File: src/rtl/nest_walker_pkg.sv
package nest_walker_pkg;
  // entry flag positions
  localparam int ENT_PRESENT = 0;
  localparam int ENT_LARGE   = 1;
  localparam int ENT_UX      = 2;
  localparam int ENT_SX      = 3;

  typedef enum logic [2:0] {
    ST_IDLE,
    ST_LOOK,
    ST_HW1,
    ST_HW2,
    ST_GISSUE,
    ST_GW
  } walk_st_e;
endpackage

File: src/rtl/nest_walker_cache.sv
module nest_walker_cache #(
  parameter int KEY_W = 20,
  parameter int VAL_W = 20,
  parameter int N     = 4
) (
  input  logic             clk,
  input  logic             rst,
  input  logic             flush,
  input  logic [KEY_W-1:0] lk_key,
  output logic             lk_hit,
  output logic [VAL_W-1:0] lk_val,
  input  logic             fill_en,
  input  logic [KEY_W-1:0] fill_key,
  input  logic [VAL_W-1:0] fill_val
);
  localparam int PTR_W = (N > 1) ? $clog2(N) : 1;

  logic [N-1:0]     vld;
  logic [KEY_W-1:0] key_q [N];
  logic [VAL_W-1:0] val_q [N];
  logic [PTR_W-1:0] rr;
  logic [N-1:0]     match;

  genvar g;
  generate
    for (g = 0; g < N; g++) begin : g_cmp
      assign match[g] = vld[g] && (key_q[g] == lk_key);
    end
  endgenerate

  assign lk_hit = |match;

  always_comb begin
    lk_val = '0;
    for (int i = 0; i < N; i++)
      if (match[i]) lk_val = lk_val | val_q[i];
  end

  always_ff @(posedge clk) begin
    if (rst || flush) begin
      vld <= '0;
      rr  <= '0;
    end else if (fill_en) begin
      vld[rr] <= 1'b1;
      rr      <= (rr == PTR_W'(N - 1)) ? '0 : rr + 1'b1;
    end
  end

  always_ff @(posedge clk) begin
    if (fill_en) begin
      key_q[rr] <= fill_key;
      val_q[rr] <= fill_val;
    end
  end


  key_unique_chk: assert property (@(posedge clk) disable iff (rst) $onehot0(match));
endmodule

File: src/rtl/nest_walker_xsel.sv
module nest_walker_xsel (
  input  logic user,
  input  logic ux,
  input  logic sx,
  output logic allow
);
  assign allow = user ? ux : sx;
endmodule

File: src/rtl/nest_walker.sv
module nest_walker
  import nest_walker_pkg::*;
#(
  parameter int AW      = 32,
  parameter int OFF_W   = 12,
  parameter int IDX_W   = 10,
  parameter int CACHE_N = 4
) (
  input  logic          clk,
  input  logic          rst,
  input  logic          flush,
  input  logic [AW-1:0] guest_root,
  input  logic [AW-1:0] host_root,
  input  logic          req_valid,
  output logic          req_ready,
  input  logic [AW-1:0] req_gva,
  input  logic          req_user,
  output logic          busy,
  output logic          done,
  output logic [AW-1:0] rsp_hpa,
  output logic          rsp_fault,
  output logic          rsp_fault_host,
  output logic          rsp_fault_lvl,
  output logic          rsp_exec,
  output logic          mem_req_valid,
  output logic [AW-1:0] mem_req_addr,
  input  logic          mem_rsp_valid,
  input  logic [AW-1:0] mem_rsp_data
);
  localparam int FRAME_W = AW - OFF_W;
  localparam int LARGE_W = OFF_W + IDX_W;

  walk_st_e            state;
  logic [LARGE_W-1:0]  gva_lo;
  logic [AW-1:0]       gpa_r, hpa_r;
  logic [1:0]          phase;
  logic                user_r, ux_r, sx_r;
  logic                exec_allow;
  logic                hit;
  logic [FRAME_W-1:0]  hit_frame;
  logic                fill_en;
  logic [FRAME_W-1:0]  fill_frame;
  logic [AW-1:0]       ent;
  logic                unused_bits;

  assign ent         = mem_rsp_data;
  assign unused_bits = ^ent[OFF_W-1:4];
  assign req_ready   = (state == ST_IDLE);
  assign busy        = (state != ST_IDLE);

  function automatic logic [AW-1:0] idx_off(input logic [IDX_W-1:0] idx);
    return AW'({idx, 2'b00});
  endfunction

  function automatic logic [AW-1:0] frame_base(input logic [AW-1:0] e);
    return {e[AW-1:OFF_W], {OFF_W{1'b0}}};
  endfunction

  // cache fill after a successful host walk
  always_comb begin
    fill_en    = 1'b0;
    fill_frame = ent[AW-1:OFF_W];
    if (mem_rsp_valid && ent[ENT_PRESENT]) begin
      if (state == ST_HW1 && ent[ENT_LARGE]) begin
        fill_en    = 1'b1;
        fill_frame = {ent[AW-1:LARGE_W], gpa_r[LARGE_W-1:OFF_W]};
      end else if (state == ST_HW2) begin
        fill_en    = 1'b1;
      end
    end
  end

  nest_walker_cache #(.KEY_W(FRAME_W), .VAL_W(FRAME_W), .N(CACHE_N)) u_cache (
    .clk(clk), .rst(rst), .flush(flush),
    .lk_key(gpa_r[AW-1:OFF_W]), .lk_hit(hit), .lk_val(hit_frame),
    .fill_en(fill_en), .fill_key(gpa_r[AW-1:OFF_W]), .fill_val(fill_frame)
  );

  nest_walker_xsel u_xsel (.user(user_r), .ux(ux_r), .sx(sx_r), .allow(exec_allow));

  always_ff @(posedge clk) begin
    if (rst) begin
      state          <= ST_IDLE;
      gva_lo         <= '0;
      gpa_r          <= '0;
      hpa_r          <= '0;
      phase          <= '0;
      user_r         <= 1'b0;
      ux_r           <= 1'b0;
      sx_r           <= 1'b0;
      done           <= 1'b0;
      rsp_hpa        <= '0;
      rsp_fault      <= 1'b0;
      rsp_fault_host <= 1'b0;
      rsp_fault_lvl  <= 1'b0;
      rsp_exec       <= 1'b0;
      mem_req_valid  <= 1'b0;
      mem_req_addr   <= '0;
    end else begin
      mem_req_valid <= 1'b0;
      done          <= 1'b0;
      case (state)
        ST_IDLE: if (req_valid) begin
          gva_lo <= req_gva[LARGE_W-1:0];
          user_r <= req_user;
          gpa_r  <= guest_root + idx_off(req_gva[AW-1 -: IDX_W]);
          phase  <= 2'd0;
          state  <= ST_LOOK;
        end
        ST_LOOK: if (hit) begin
          hpa_r <= {hit_frame, gpa_r[OFF_W-1:0]};
          state <= ST_GISSUE;
        end else begin
          mem_req_valid <= 1'b1;
          mem_req_addr  <= host_root + idx_off(gpa_r[AW-1 -: IDX_W]);
          state         <= ST_HW1;
        end
        ST_HW1: if (mem_rsp_valid) begin
          if (!ent[ENT_PRESENT]) begin
            done <= 1'b1; rsp_fault <= 1'b1; rsp_fault_host <= 1'b1;
            rsp_fault_lvl <= 1'b0; rsp_hpa <= '0; rsp_exec <= 1'b0;
            state <= ST_IDLE;
          end else if (ent[ENT_LARGE]) begin
            hpa_r <= {ent[AW-1:LARGE_W], gpa_r[LARGE_W-1:0]};
            state <= ST_GISSUE;
          end else begin
            mem_req_valid <= 1'b1;
            mem_req_addr  <= frame_base(ent) + idx_off(gpa_r[LARGE_W-1 -: IDX_W]);
            state         <= ST_HW2;
          end
        end
        ST_HW2: if (mem_rsp_valid) begin
          if (!ent[ENT_PRESENT]) begin
            done <= 1'b1; rsp_fault <= 1'b1; rsp_fault_host <= 1'b1;
            rsp_fault_lvl <= 1'b1; rsp_hpa <= '0; rsp_exec <= 1'b0;
            state <= ST_IDLE;
          end else begin
            hpa_r <= {ent[AW-1:OFF_W], gpa_r[OFF_W-1:0]};
            state <= ST_GISSUE;
          end
        end
        ST_GISSUE: if (phase == 2'd2) begin
          done <= 1'b1; rsp_fault <= 1'b0; rsp_fault_host <= 1'b0;
          rsp_fault_lvl <= 1'b0; rsp_hpa <= hpa_r; rsp_exec <= exec_allow;
          state <= ST_IDLE;
        end else begin
          mem_req_valid <= 1'b1;
          mem_req_addr  <= hpa_r;
          state         <= ST_GW;
        end
        ST_GW: if (mem_rsp_valid) begin
          if (!ent[ENT_PRESENT]) begin
            done <= 1'b1; rsp_fault <= 1'b1; rsp_fault_host <= 1'b0;
            rsp_fault_lvl <= phase[0]; rsp_hpa <= '0; rsp_exec <= 1'b0;
            state <= ST_IDLE;
          end else if (phase == 2'd0) begin
            gpa_r <= frame_base(ent) + idx_off(gva_lo[LARGE_W-1 -: IDX_W]);
            phase <= 2'd1;
            state <= ST_LOOK;
          end else begin
            ux_r  <= ent[ENT_UX];
            sx_r  <= ent[ENT_SX];
            gpa_r <= {ent[AW-1:OFF_W], gva_lo[OFF_W-1:0]};
            phase <= 2'd2;
            state <= ST_LOOK;
          end
        end
        default: state <= ST_IDLE;
      endcase
    end
  end


  req_accept_chk: assert property (@(posedge clk) disable iff (rst)
    (req_valid && req_ready) |=> (busy && !done));

  done_idle_chk: assert property (@(posedge clk) disable iff (rst) done |-> (req_ready && !busy));

  mem_single_chk: assert property (@(posedge clk) disable iff (rst) mem_req_valid |=> !mem_req_valid);

  mem_busy_chk: assert property (@(posedge clk) disable iff (rst) mem_req_valid |-> busy);

  fault_clean_chk: assert property (@(posedge clk) disable iff (rst)
    (done && rsp_fault) |-> (rsp_hpa == '0 && !rsp_exec));
endmodule

File: config.mk
export PLATFORM = sky130hd
export DESIGN_NAME = nest_walker
export DESIGN_NICKNAME = d
export VERILOG_FILES = /design/src/rtl/nest_walker_pkg.sv /design/src/rtl/nest_walker_cache.sv /design/src/rtl/nest_walker_xsel.sv /design/src/rtl/nest_walker.sv
export SDC_FILE = /design/constraint.sdc
export NUM_CORES = 1
export LEC_CHECK = 0
export ABC_AREA = 0
export BUFFER_PORTS_ARGS = -buffer_cell sky130_fd_sc_hd__buf_2
export CELL_PAD_IN_SITES_DETAIL_PLACEMENT = 0
export CELL_PAD_IN_SITES_GLOBAL_PLACEMENT = 1
export CORE_ASPECT_RATIO = 1.1
export CORE_MARGIN = 3
export CORE_UTILIZATION = 50
export CTS_BUF_LIST = sky130_fd_sc_hd__clkbuf_8
export DETAILED_ROUTE_END_ITERATION = 6
export PLACE_DENSITY = 0.9
export SYNTH_ARGS = -nofsm -noshare
export SYNTH_HDL_FRONTEND = slang
export SYNTH_SLANG_ARGS = --single-unit
File: constraint.sdc
create_clock -name clk -period 8.6 [get_ports clk]
set_input_delay 1.72 -clock clk [delete_from_list [all_inputs] [get_ports clk]]
set_output_delay 1.72 -clock clk [all_outputs]
set_load 0.005 [all_outputs]
* Word level (Yosys, flattened, before mapping)
Memory sizes are Yosys's and may differ from the RTL's.
Cells that the tools add are included.
** Cells by class
- $add $sub $neg :: 5
- Order comparisons :: 2
- Eq/ne operators :: 31
- Multiplexer cells :: 75
- Bitwise operators :: 5
- Reduce and logical (&&, ||, !) cells :: 29
** Operators with widths (count)
- 32-bit 2-to-1 mux :: 18
- 32-bit case mux with 3 select lines :: 2
- 32-bit by 12-bit adder with 32-bit output :: 4
- 32-bit case mux with 2 select lines :: 2
- 20-bit == test :: 4
- 20-bit 2-to-1 mux :: 4
- 20-bit OR :: 3
- 2-bit != test, second input constant :: 18
- 3-bit 2-to-1 mux :: 9
- 1-bit 2-to-1 mux :: 24
- 10-bit 2-to-1 mux :: 2
- 3-bit case mux with 6 select lines :: 1
- 4-bit AND reduction :: 4
- 6-bit AND reduction :: 2
- 3-bit nonzero test :: 4
- 2-bit 2-to-1 mux :: 5
- 8-bit AND reduction :: 1
- 1-bit logical AND :: 7
- 7-bit AND reduction :: 1
- 3-bit by 2-bit == test with 1-bit output, second input constant :: 2
- 3-bit == test, second input constant :: 2
- 1-bit case mux with 2 select lines :: 3
- 1-bit case mux with 3 select lines :: 2
- 2-bit == test, second input constant :: 2
- 19 further kinds :: 21
** Word-level totals
- Flip-flop bits (word level) :: 170
- Memory bits (writable) :: 160
- Bits of input ports :: 134
- Memories kept :: 2
** Memory list
- u_cache.key_q :: words 4, width 20, read ports 4, clocked after memory_dff 0, write ports 1, line nest_walker_cache.sv:19 : logic [KEY_W-1:0] key_q [N];
- u_cache.val_q :: words 4, width 20, read ports 4, clocked after memory_dff 0, write ports 1, line nest_walker_cache.sv:20 : logic [VAL_W-1:0] val_q [N];

* Longest topological paths before layout
Gate-level depths: netlist of the first run.
An unclocked memory read counts as a cell.
- Depth after elaboration :: 12
- Depth in mapped cells :: 10
- Mapped depth without buffers :: 9

* By module
A second synthesis of the first run with hierarchy kept.
** Second synthesis, totals
- Cells, all modules :: 1674
- Area, all modules :: 16258.1 µm²
** Modules (own cells, without submodules)
- nest_walker :: instances 1, cells each 1196, area an instance 9248.9 µm²
- nest_walker_cache :: instances 1, cells each 477, area an instance 6994.2 µm²
- nest_walker_xsel :: instances 1, cells each 1, area an instance 15.0 µm²

* Worst setup path before layout of the first run
No wires, ideal clock.
- Kind :: input -> register
- From :: in mem_rsp_valid
- To :: mem u_cache.key_q[3][0], enable pin
- Arrival :: 3.726 ns
- Slack :: 4.472 ns
- Stages :: 4
- Path buffers :: 1
- Cell sequence :: clkbuf_1 nand2_1 nor3_1 and2_1
** On the way
- Word-level cells in the longest chain between the ends :: 4
** RTL lines
- start: declaration :: line nest_walker.sv:27 : input logic mem_rsp_valid,
- 1-bit logical AND :: line nest_walker.sv:63 : if (mem_rsp_valid && ent[ENT_PRESENT]) begin
- 1-bit 2-to-1 mux :: line nest_walker.sv:63
- 1-bit 2-to-1 mux :: line nest_walker_cache.sv:50 : if (fill_en) begin
- 1-bit 2-to-1 mux (not written as such) :: line nest_walker_cache.sv:51 : key_q[rr] <= fill_key;
- end: declaration :: line nest_walker_cache.sv:19
No other way between the ends.

* Worst setup path after layout of the first run
- From :: reg gpa_r[14]
- To :: reg hpa_r[29]
** On the way
- Word-level cells in the longest chain between the ends :: 11
** RTL lines
- start: declaration :: line nest_walker.sv:35 : logic [AW-1:0] gpa_r, hpa_r;
- start signal: assignment :: line nest_walker.sv:106 : gpa_r <= guest_root + idx_off(req_gva[AW-1 -: IDX_W]);
- start signal: assignment :: line nest_walker.sv:157 : gpa_r <= frame_base(ent) + idx_off(gva_lo[LARGE_W-1 -: IDX_W]);
- start signal: assignment :: line nest_walker.sv:163 : gpa_r <= {ent[AW-1:OFF_W], gva_lo[OFF_W-1:0]};
- 20-bit == test :: line nest_walker_cache.sv:27 : assign match[g] = vld[g] && (key_q[g] == lk_key);
- 1-bit logical AND :: line nest_walker_cache.sv:27
- 20-bit 2-to-1 mux :: line nest_walker_cache.sv:36 : if (match[i]) lk_val = lk_val | val_q[i];
- 20-bit OR :: line nest_walker_cache.sv:36
- 20-bit 2-to-1 mux :: line nest_walker_cache.sv:36
- 20-bit OR :: line nest_walker_cache.sv:36
- 20-bit 2-to-1 mux :: line nest_walker_cache.sv:36
- 20-bit OR :: line nest_walker_cache.sv:36
- 20-bit 2-to-1 mux :: line nest_walker_cache.sv:36
- 32-bit 2-to-1 mux :: line nest_walker.sv:110 : ST_LOOK: if (hit) begin
- 32-bit case mux with 3 select lines :: line nest_walker.sv:102 : case (state)
- end signal: assignment :: line nest_walker.sv:111 : hpa_r <= {hit_frame, gpa_r[OFF_W-1:0]};
- end signal: assignment :: line nest_walker.sv:124 : hpa_r <= {ent[AW-1:LARGE_W], gpa_r[LARGE_W-1:0]};
- end signal: assignment :: line nest_walker.sv:138 : hpa_r <= {ent[AW-1:OFF_W], gpa_r[OFF_W-1:0]};
- end: declaration :: line nest_walker.sv:35
Parallel ways exist; a longest one is shown, timed or not. The select of a mux whose other input is x is not followed.
A chain may end at the register's enable or synchronous reset.

==> results of run 1 <==
-- where the power goes --
group | switching (uW) | internal, uW | leakage, uW
clock network | 637 | 838 | 0.000642
logic | 673 | 409 | 0.00334
registers | 199 | 1810 | 0.00284
total | 1510 | 3060 | 0.00682
-- per-layer routing --
layer,share of wire,up-vias,track usage
li1,-,6338,-
met2,0.47,705,0.4542
met4,0.047,12,0.1173
met3,0.093,184,0.06052
met1,0.39,6631,0.3651
met5,0.0014,-,0
-- path summary, 6_finish.rpt --
path | start | to | slack (ns) | cells past startpoint
setup / recovery | gpa_r[14]$_SDFFE_PP0P_ | hpa_r[29]$_SDFFE_PP0P_ | 3.61 | 7
hold / removal | gva_lo[2]$_SDFFE_PP0P_ | gva_lo[2]$_SDFFE_PP0P_ | 0.45 | 2
setup reg to reg | gpa_r[14]$_SDFFE_PP0P_ | hpa_r[29]$_SDFFE_PP0P_ | 3.61 | 7
hold reg to reg | gva_lo[2]$_SDFFE_PP0P_ | gva_lo[2]$_SDFFE_PP0P_ | 0.45 | 2
-- placed cells by master (no fill, tap or decap), types with 24 or more instances in the layout --
cell type,netlist,layout
buf_2,25,196
dfxtp_1,170,170
edfxtp_1,160,160
nand2_1,123,123
a21oi_1,122,122
nor2_1,118,115
xor2_1,83,83
nand4_1,74,74
o21ai_0,72,71
clkbuf_8,0,62
nand3_1,50,50
inv_1,37,48
a22oi_1,48,48
nor3_1,42,41
o22ai_1,34,34
xnor2_1,33,33
and3_1,29,29
buf_4,3,29
ha_1,24,24
-- flip-flops by register name, summed over array words and instances, names as in the netlist --
| register | flops |
|---|---|
| u_cache.key_q | 80 |
| u_cache.val_q | 80 |
| gpa_r | 32 |
| hpa_r | 32 |
| mem_req_addr | 32 |
| rsp_hpa | 32 |
| gva_lo | 22 |
| u_cache.vld | 4 |
| state | 3 |
| phase | 2 |
| u_cache.rr | 2 |
| done | 1 |
| mem_req_valid | 1 |
| rsp_exec | 1 |
| rsp_fault | 1 |
| rsp_fault_host | 1 |
| rsp_fault_lvl | 1 |
| sx_r | 1 |
| user_r | 1 |
| ux_r | 1 |
-- tightest hold or removal path, cell delays in order (launching register included) --
cell     delay [ns]
dfxtp_1        0.31
nand2_1        0.05
a21oi_1        0.05
-- area by class of cell --
class                           instances  area (um^2)  area share
Clock inverter                         38        315.3     0.01712
Multi-Input combinational cell       1114         7161      0.3888
Timing Repair Buffer                  226         1210     0.06570
Clock buffer                           62        853.3     0.04633
Sequential cell                       330         8208      0.4457
Inverter                               37        138.9    0.007541
Tap cell                              420        525.5     0.02853
Antenna cell                            2        5.005   0.0002718
-- metrics by stage --
step / total power [uW] / instances / worst slack (ns)
floorplan: 2696 / 1620 / 4.472
global placement: 3079 / 2127 / 3.841
detailed placement: 3106 / 2127 / 3.739
CTS: 4564 / 2227 / 3.734
global route: 4769 / 2229 / 3.407
finish: 4568 / 2229 / 3.612
-- logic make-up (layout without fill, tap and decap cells) --
| logic type | count (synthesis) | after routing |
|---|---|---|
| AOI/OAI and AO/OA | 429 | 429 |
| xor gates and xnor gates | 116 | 116 |
| DFF | 330 | 330 |
| buffers and inverters | 176 | 363 |
| adders and majority gates | 26 | 26 |
| muxes | 31 | 31 |
| and+or+nand+nor | 512 | 512 |
| other | 0 | 2 |
==> results_dict.tcl, run 1 <==
set metrics [dict create \
    status "finished, final reports clean" \
    crit_path_start_kind "register" \
    fin_area_um2 18420 \
    io_buffers 197 \
    netlist.area_leader.share 0.2990 \
    drtAntennaViolNets 0 \
    power.leakage_uw 0.006821 \
    ys_types 69 \
    synth_xor_area_frac 0.06323 \
    place_hpwl_mm 33.38 \
    synthFlopType "dfxtp_1" \
    drc_errors 0 \
    drt_iter0_markers 1356 \
    synth_commonest_cells "dfxtp_1 (170), edfxtp_1 (160), nand2_1 (123)" \
    tightest_slew_ns 1.320 \
    wl_mm 49.45 \
    critPathMaxStageDelay_ns 1.04 \
    yosys-mux-area-fraction 0.02017 \
    area_growth_pct 14.61 \
    async_flop_share 0 \
    min-delay-path-class "reg2reg" \
    path_cells "xor2_1 > nor4_1 > nand4_1 > or2_1 > a41o_2 > nand2_1 > mux2i_1" \
    viasPerCell 6.223 \
    synth_compound_area_frac 0.1812 \
    skew_ns 0.02239 \
    finalMaxSlewViolations 0 \
    cts_setup_buffers 0 \
    antenna_found_initial 9 \
    end_kind "register" \
    cp_top_family "simple AND/OR/NAND/NOR gates" \
    grt_pass1_wl_mm 75.95 \
    clk_pin_slew_ns 0.06 \
    ys_ff_latch 330 \
    initial_core_util 0.5091 \
    rsz0062_at_grt "no" \
    fp.dieH_um 194.0 \
    fin_nets 1923 \
    required_ns 9.11 \
    hold_buffers 0 \
    synth_top_family_by_area "compound AO/OA/AOI/OAI gates" \
    grt_max_degree 103 \
    wl_per_cell_um 22.19 \
    placed_area_um2 17240 \
    cts_tree "built" \
    crit_fanout 56 \
    numCtsBuffers 54 \
    yosys_warnings 0 \
    gp_congestion 0.9164 \
    yosys.area_share.simple 0.1573 \
    grt_overflow 0 \
    num_rows 68 \
    synth-edff-count 160 \
    final.period_utilization 0.5800 \
    core_area_um2 31570 \
    cpMaxStageDelayCell "nand2_1" \
    max_freq_mhz 200.5 \
    dieWidth_um 176.9 \
    die-area_um2 34330 \
    p_per_area_nw_per_um2 248.0 \
    pin_count 206 \
    period_minus_slack_ns 4.988 \
    worst_hold_slack_ns 0.4520 \
    synth_area_um2 16070 \
    syn_inst 1620 \
    grtUsageTotal 0.2805 \
    slew_headroom 0.1184 \
    cp_num_buf_inv 0 \
    cts_buffer_depth 3 \
    dr.pass1.iters 7 \
    yosys-top-cells-area "edfxtp_1 (30%), dfxtp_1 (21%), xor2_1 (4.5%), a21oi_1 (3.8%), nand4_1 (2.9%)" \
    clock_latency_ns 0.60 \
    vdd_ir_drop_max_v 0.0001496 \
    setup_viol 0 \
    drive_above_1_share 0.1959 \
    grt_pass1_vias 13410 \
    cp_data_arrival_time_ns 5.49 \
    finalHoldViolCount 0 \
    root_buffer "clkbuf_8" \
    nFillCells 2682 \
    vias 13870 \
    cts_resized 0 \
    post-route-util 0.5834 \
    syn_area_per_cell_um2 9.919 \
    yosysMostFrequentCell "dfxtp_1" \
    synthesis.nets 1780 \
    synthAdderAreaFrac 0.02118 \
    yosysSeqAreaShare 0.5108 \
    critPathKind "reg2reg" \
    yosys.area.top_type "edfxtp_1" \
    fin_setup_tns_ns 0 \
    cts_max_level 2 \
    cap_violations 0 \
    cts_num_sinks 330 \
]
Power figures use the tool's default switching activity.
==> inputs of run 2 (changes only) <==
CORE_UTILIZATION = 42   (was 50)
PLACE_DENSITY = 0.81   (was 0.9)
clock period = 4.45 ns   (was 8.6 ns; I/O delays follow)
==> results_dict.tcl, run 2 (same netlist as run 1, synthesis figures left out) <==
set metrics [dict create \
    status "finished, final reports clean" \
    rsz0062_at_grt "no" \
    wl_mm 51.94 \
    layout_commonest_cell "buf_2" \
    fp.dieH_um 211.2 \
    p_int_uw 5608 \
    cpMaxStageDelayCell "dfxtp_1" \
    rr_worst_depth 7 \
    grt_max_degree 68 \
    multiInputGateArea_um2 7169 \
    antenna_found_initial 14 \
    critPathKind "reg2reg" \
    vdd_ir_drop_max_v 0.0002407 \
    cts_buffer_depth 3 \
    grt_pass1_wl_mm 78.88 \
    grt_overflow 0 \
    cts_num_sinks 330 \
    skew_ns 0.02391 \
    reg2reg_from "state[0]$_SDFFE_PP0P_" \
    hold_buffers 0 \
    viasPerCell 5.900 \
    core_area_um2 37410 \
    drt_iter0_markers 1115 \
    path_cells "inv_1 > or2_2 > o21ai_2 > and3_1 > a21oi_1 > o31a_1 > a221oi_1" \
    initial_core_util 0.4296 \
    cap_violations 0 \
    layout_common_cells "buf_2 (196), dfxtp_1 (170), edfxtp_1 (160), nand2_1 (123), a21oi_1 (122)" \
    rrSetupSlack_ns 1.14 \
    dieWidth_um 192.5 \
    min_path_cells 2 \
    finalHoldViolCount 0 \
    swShare 0.3437 \
    num_rows 74 \
    critPathMaxStageDelay_ns 0.86 \
    period_minus_slack_ns 3.311 \
    root_buffer "clkbuf_8" \
    clk_pin_slew_ns 0.06 \
    cp_data_arrival_time_ns 3.84 \
    p_switching_uw 2937 \
    grt_pass1_vias 13420 \
    io_buffers 197 \
    min-delay-path-class "reg2reg" \
    drive_above_1_share 0.2039 \
    pin_count 206 \
    numCtsBuffers 54 \
    end_kind "register" \
    r2r-end "gpa_r[21]$_SDFFE_PP0P_" \
    power.leakage_uw 0.006923 \
    required_ns 4.98 \
    max_freq_mhz 302.1 \
    cts_max_level 2 \
    cts_resized 0 \
    cts_tree "built" \
    comb_power_share 0.262 \
    fin_nets 1949 \
    p_clk_frac 0.292 \
    grtUsageTotal 0.2510 \
    die-area_um2 40650 \
    top_regs "u_cache.key_q x80, u_cache.val_q x80" \
    holdPathEnd "gva_lo[6]$_SDFFE_PP0P_" \
    gp_congestion 0.9130 \
    post-route-util 0.4964 \
    drtAntennaViolNets 0 \
    tightest_slew_ns 1.246 \
    area_growth_pct 15.54 \
    regArea_um2 8208 \
    crit_fanout 24 \
    p_per_area_nw_per_um2 460.3 \
    nFillCells 3509 \
    finalMaxSlewViolations 0 \
    cts_setup_buffers 0 \
    fin_setup_tns_ns 0 \
    clock_latency_ns 0.64 \
    hp-start "gva_lo[6]$_SDFFE_PP0P_" \
    power_frac_seq 0.446 \
    crit_path_start_kind "register" \
    wl_per_cell_um 22.28 \
    vias 13750 \
    dr.pass1.iters 5 \
    drc_errors 0 \
    slew_headroom 0.1677 \
    place_hpwl_mm 36.32 \
    setup_viol 0 \
    final.period_utilization 0.7439 \
]
[run 2: changes by cell type in the layout (fill, tap and decap cells not counted), sizes merged]
cell / change
clkinvlp: -1
bufinv: -6
diode: +6
inv: +15
buf: +26
clkbuf: +1
clkinv: -13
[run 2: worst max-delay path: cells and delay by family (launching register included)]
family | cells | cell delay, ns
AOI/OAI and AO/OA | 4 | 1.20
and+or+nand+nor | 2 | 0.86
buffers and inverters | 1 | 0.29
DFF | 1 | 0.86
[run 2: area by class of cell]
type | instances | share of cell area
flip-flops and latches | 330 | 0.4421
clock buffers | 63 | 0.04670
multi-input cells | 1114 | 0.3861
well taps | 494 | 0.03329
clock inverters | 33 | 0.007548
inverters | 37 | 0.007480
repair buffers | 252 | 0.07568
diodes | 8 | 0.001078
[run 2: stage by stage]
stage | instance area, um^2 | hold WS [ns] | setup slack (ns) | cells | total power (uW)
2_1_floorplan | 16070 | 0.4285 | 1.152 | 1620 | 5211
3_3_place_gp | 17540 | 0.4410 | 1.020 | 2227 | 6033
3_5_place_dp | 17540 | 0.4454 | 0.9849 | 2227 | 6078
4_1_cts | 18550 | 0.4536 | 1.225 | 2323 | 8556
5_1_grt | 18560 | 0.4735 | 0.9703 | 2330 | 8972
6_report | 18570 | 0.4506 | 1.140 | 2331 | 8546
[run 2: layer usage]
layer  vias up  global-route usage  wire length [um]
met3       114             0.05909              4267
met4        10             0.09648              1939
li1       6382                   -                 -
met2       583              0.4085             24930
met1      6663              0.3247             20710
met5         -                   0                93
[run 2: power groups by stage]
stage,registers [uW],logic [uW],clock network [uW]
2_1_floorplan,3710,1500,0
3_3_place_gp,3860,2170,0
3_5_place_dp,3870,2210,0
4_1_cts,3810,2220,2530
5_1_grt,3840,2440,2690
6_report,3810,2240,2500
[run 2: worst max path at each step]
stage / to / start / slack [ns]
2_1_floorplan: u_cache.key_q[3][0]$_DFFE_PP_ / mem_rsp_valid / 1.15
3_3_place_gp: gpa_r[20]$_SDFFE_PP0P_ / guest_root[2] / 1.02
3_5_place_dp: mem_req_addr[10]$_SDFFE_PP0P_ / host_root[2] / 0.98
4_1_cts: gpa_r[21]$_SDFFE_PP0P_ / state[0]$_SDFFE_PP0P_ / 1.22
5_1_grt: gpa_r[21]$_SDFFE_PP0P_ / state[0]$_SDFFE_PP0P_ / 0.97
6_report: gpa_r[21]$_SDFFE_PP0P_ / state[0]$_SDFFE_PP0P_ / 1.14
==> inputs of run 3 (changes only) <==
ABC_AREA = 1   (was 0)
CORE_UTILIZATION = 40   (was 42)
clock period = 2.68 ns   (was 4.45 ns; I/O delays follow)
==> results_dict.tcl, run 3 <==
set metrics [dict create \
    status "finished, final reports clean" \
    io_buffers 197 \
    fin_setup_tns_ns 0 \
    clock_latency_ns 0.64 \
    cts_num_sinks 330 \
    grt_overflow 0 \
    path_cells "inv_1 > nand2_1 > nand2_1 > nor2_1 > nand2_1 > nor2_4 > nand3_1 > nand2_1 > nor2_1 > nand2_4 > nand2_2 > buf_4 > nand2_1 > nor2_1 > nor2_1" \
    cts_max_level 2 \
    fp.dieH_um 217.9 \
    gp_congestion 0.9259 \
    period_minus_slack_ns 2.484 \
    rr_worst_depth 15 \
    slew_headroom 0.5833 \
    ys_types 47 \
    holdPathEnd "u_cache.val_q[2][19]$_DFFE_PP_" \
    yosysSeqAreaShare 0.5025 \
    max_freq_mhz 402.5 \
    cap_violations 0 \
    worst_hold_slack_ns 0.1373 \
    rsz0062_at_grt "no" \
    hold_buffers 0 \
    synth_commonest_cells "nand2_1 (578), nor2_1 (235), a21oi_1 (192)" \
    nFillCells 4029 \
    antenna_found_initial 2 \
    yosys.area.top_type "edfxtp_1" \
    drive_above_1_share 0.1719 \
    place_hpwl_mm 41.73 \
    pin_count 206 \
    hp-start "mem_rsp_data[31]" \
    power.leakage_uw 0.008621 \
    grt_pass1_wl_mm 83.43 \
    yosysMostFrequentCell "nand2_1" \
    rrSetupSlack_ns 0.20 \
    tightest_slew_ns 0.6243 \
    post-route-util 0.4878 \
    drt_iter0_markers 1064 \
    cp_top_family "simple AND/OR/NAND/NOR gates" \
    end_kind "register" \
    crit_path_start_kind "register" \
    ys_ff_latch 330 \
    synth_area_um2 16330 \
    drc_errors 0 \
    cp_data_arrival_time_ns 3.00 \
    async_flop_share 0 \
    syn_inst 2097 \
    dieWidth_um 198.7 \
    grt_max_degree 67 \
    initial_core_util 0.4056 \
    skew_ns 0.02461 \
    wl_mm 56.01 \
    finalMaxSlewViolations 0 \
    crit_fanout 10 \
    num_rows 77 \
    yosys_warnings 0 \
    required_ns 3.19 \
    cpMaxStageDelayCell "dfxtp_1" \
    reg2reg_from "gpa_r[18]$_SDFFE_PP0P_" \
    cp_num_buf_inv 2 \
    dr.pass1.iters 5 \
    wl_per_cell_um 19.17 \
    clk_pin_slew_ns 0.07 \
    setup_viol 0 \
    die-area_um2 43300 \
    yosys-top-cells-area "edfxtp_1 (29%), dfxtp_1 (21%), nand2_1 (13%), a21oi_1 (5.9%), nor2_1 (5.4%)" \
    vdd_ir_drop_max_v 0.0004080 \
    vias 15330 \
    fin_nets 2522 \
    r2r-end "mem_req_addr[23]$_SDFFE_PP0P_" \
    p_per_area_nw_per_um2 889.7 \
    diodes 0 \
    grtUsageTotal 0.2525 \
    synth-edff-count 160 \
    viasPerCell 5.247 \
    cp_common_cell "nand2_1" \
    numCtsBuffers 56 \
    critPathKind "reg2reg" \
    drtAntennaViolNets 0 \
    synthesis.nets 2257 \
    syn_area_per_cell_um2 7.789 \
    multiInputGateArea_um2 7076 \
    layout_common_cells "nand2_1 (578), nor2_1 (234), buf_2 (197), a21oi_1 (192), inv_1 (188)" \
    final.period_utilization 0.9270 \
    critPathMaxStageDelay_ns 0.31 \
    min_path_cells 1 \
    netlist.area_leader.share 0.2941 \
    regArea_um2 8212 \
    min-delay-path-class "in2reg" \
    layout_commonest_cell "nand2_1" \
    finalHoldViolCount 0 \
    top_regs "u_cache.key_q x80, u_cache.val_q x80" \
    core_area_um2 40270 \
    cts_tree "built" \
    synthFlopType "dfxtp_1" \
    root_buffer "clkbuf_8" \
    area_growth_pct 20.27 \
    cts_buffer_depth 3 \
    grt_pass1_vias 14400 \
]
[run 3: cell type report]
| type | instances | area share |
|---|---|---|
| sequential | 330 | 0.4180 |
| multi-input combinational | 1494 | 0.3602 |
| timing repair buffer | 290 | 0.09273 |
| clock buffer | 65 | 0.04554 |
| inverter | 190 | 0.03649 |
| tap | 513 | 0.03267 |
| clock inverter | 39 | 0.01439 |
[run 3: layer usage]
metal / GRT usage / wire (um) / vias up / share of wire
met5: 0 / 25 / - / 0.00045
met1: 0.3278 / 23750 / 7124 / 0.42
met4: 0.08974 / 1933 / 4 / 0.035
met2: 0.4240 / 26710 / 560 / 0.48
met3: 0.04434 / 3588 / 98 / 0.064
li1: - / - / 7541 / -
[run 3: how the worst max path moves through the flow]
stage	startpoint	end	cells past startpoint
after floorplan	state[0]$_SDFFE_PP0P_	u_cache.key_q[0][0]$_DFFE_PP_	8
after CTS	gpa_r[16]$_SDFFE_PP0P_	mem_req_addr[23]$_SDFFE_PP0P_	15
after detailed placement	gpa_r[28]$_SDFFE_PP0P_	hpa_r[20]$_SDFFE_PP0P_	14
after global placement	gpa_r[28]$_SDFFE_PP0P_	hpa_r[20]$_SDFFE_PP0P_	14
after global routing	gpa_r[28]$_SDFFE_PP0P_	mem_req_addr[18]$_SDFFE_PP0P_	14
final	gpa_r[18]$_SDFFE_PP0P_	mem_req_addr[23]$_SDFFE_PP0P_	15
[run 3: cells by family after synthesis]
logic type | after synthesis | share of synthesized area
buf+inv | 273 | 0.06503
flops | 330 | 0.5025
fa+ha+maj | 26 | 0.02084
compound gates | 420 | 0.1387
simple gates | 1030 | 0.2633
xor+xnor | 18 | 0.009652
[run 3: power breakdown]
part           switching (uW)  internal (uW)  total, uW
Combinational            3890           2130       6030
Sequential                561           6170       6730
Clock                    2120           2600       4720
Total                    6570          10900      17500
[run 3: worst register-to-register path: cells and delay by family, from the launching register on]
kind                   cells  cell delay [ns]
buffers and inverters      2             0.51
AND/OR/NAND/NOR           13             1.54
flip-flops                 1             0.31
[run 3: per-stage QoR]
step           setup slack (ns)  power (uW)  instance area (um^2)  std cells
3_5_place_dp            0.02862       12750                 18420       2814
6_report                 0.1956       17480                 19650       2921
3_3_place_gp            0.08083       12660                 18420       2814
2_1_floorplan            0.3652       10130                 16330       2097
5_1_grt                0.001150       18500                 19650       2921
4_1_cts                  0.1282       17490                 19600       2918
[run 3: timing repair]
action                     in CTS  in global routing
buffers inserted                0                  3
gates cloned                    0                  0
setup endpoints to repair       1                 11
resized for setup               1                  6
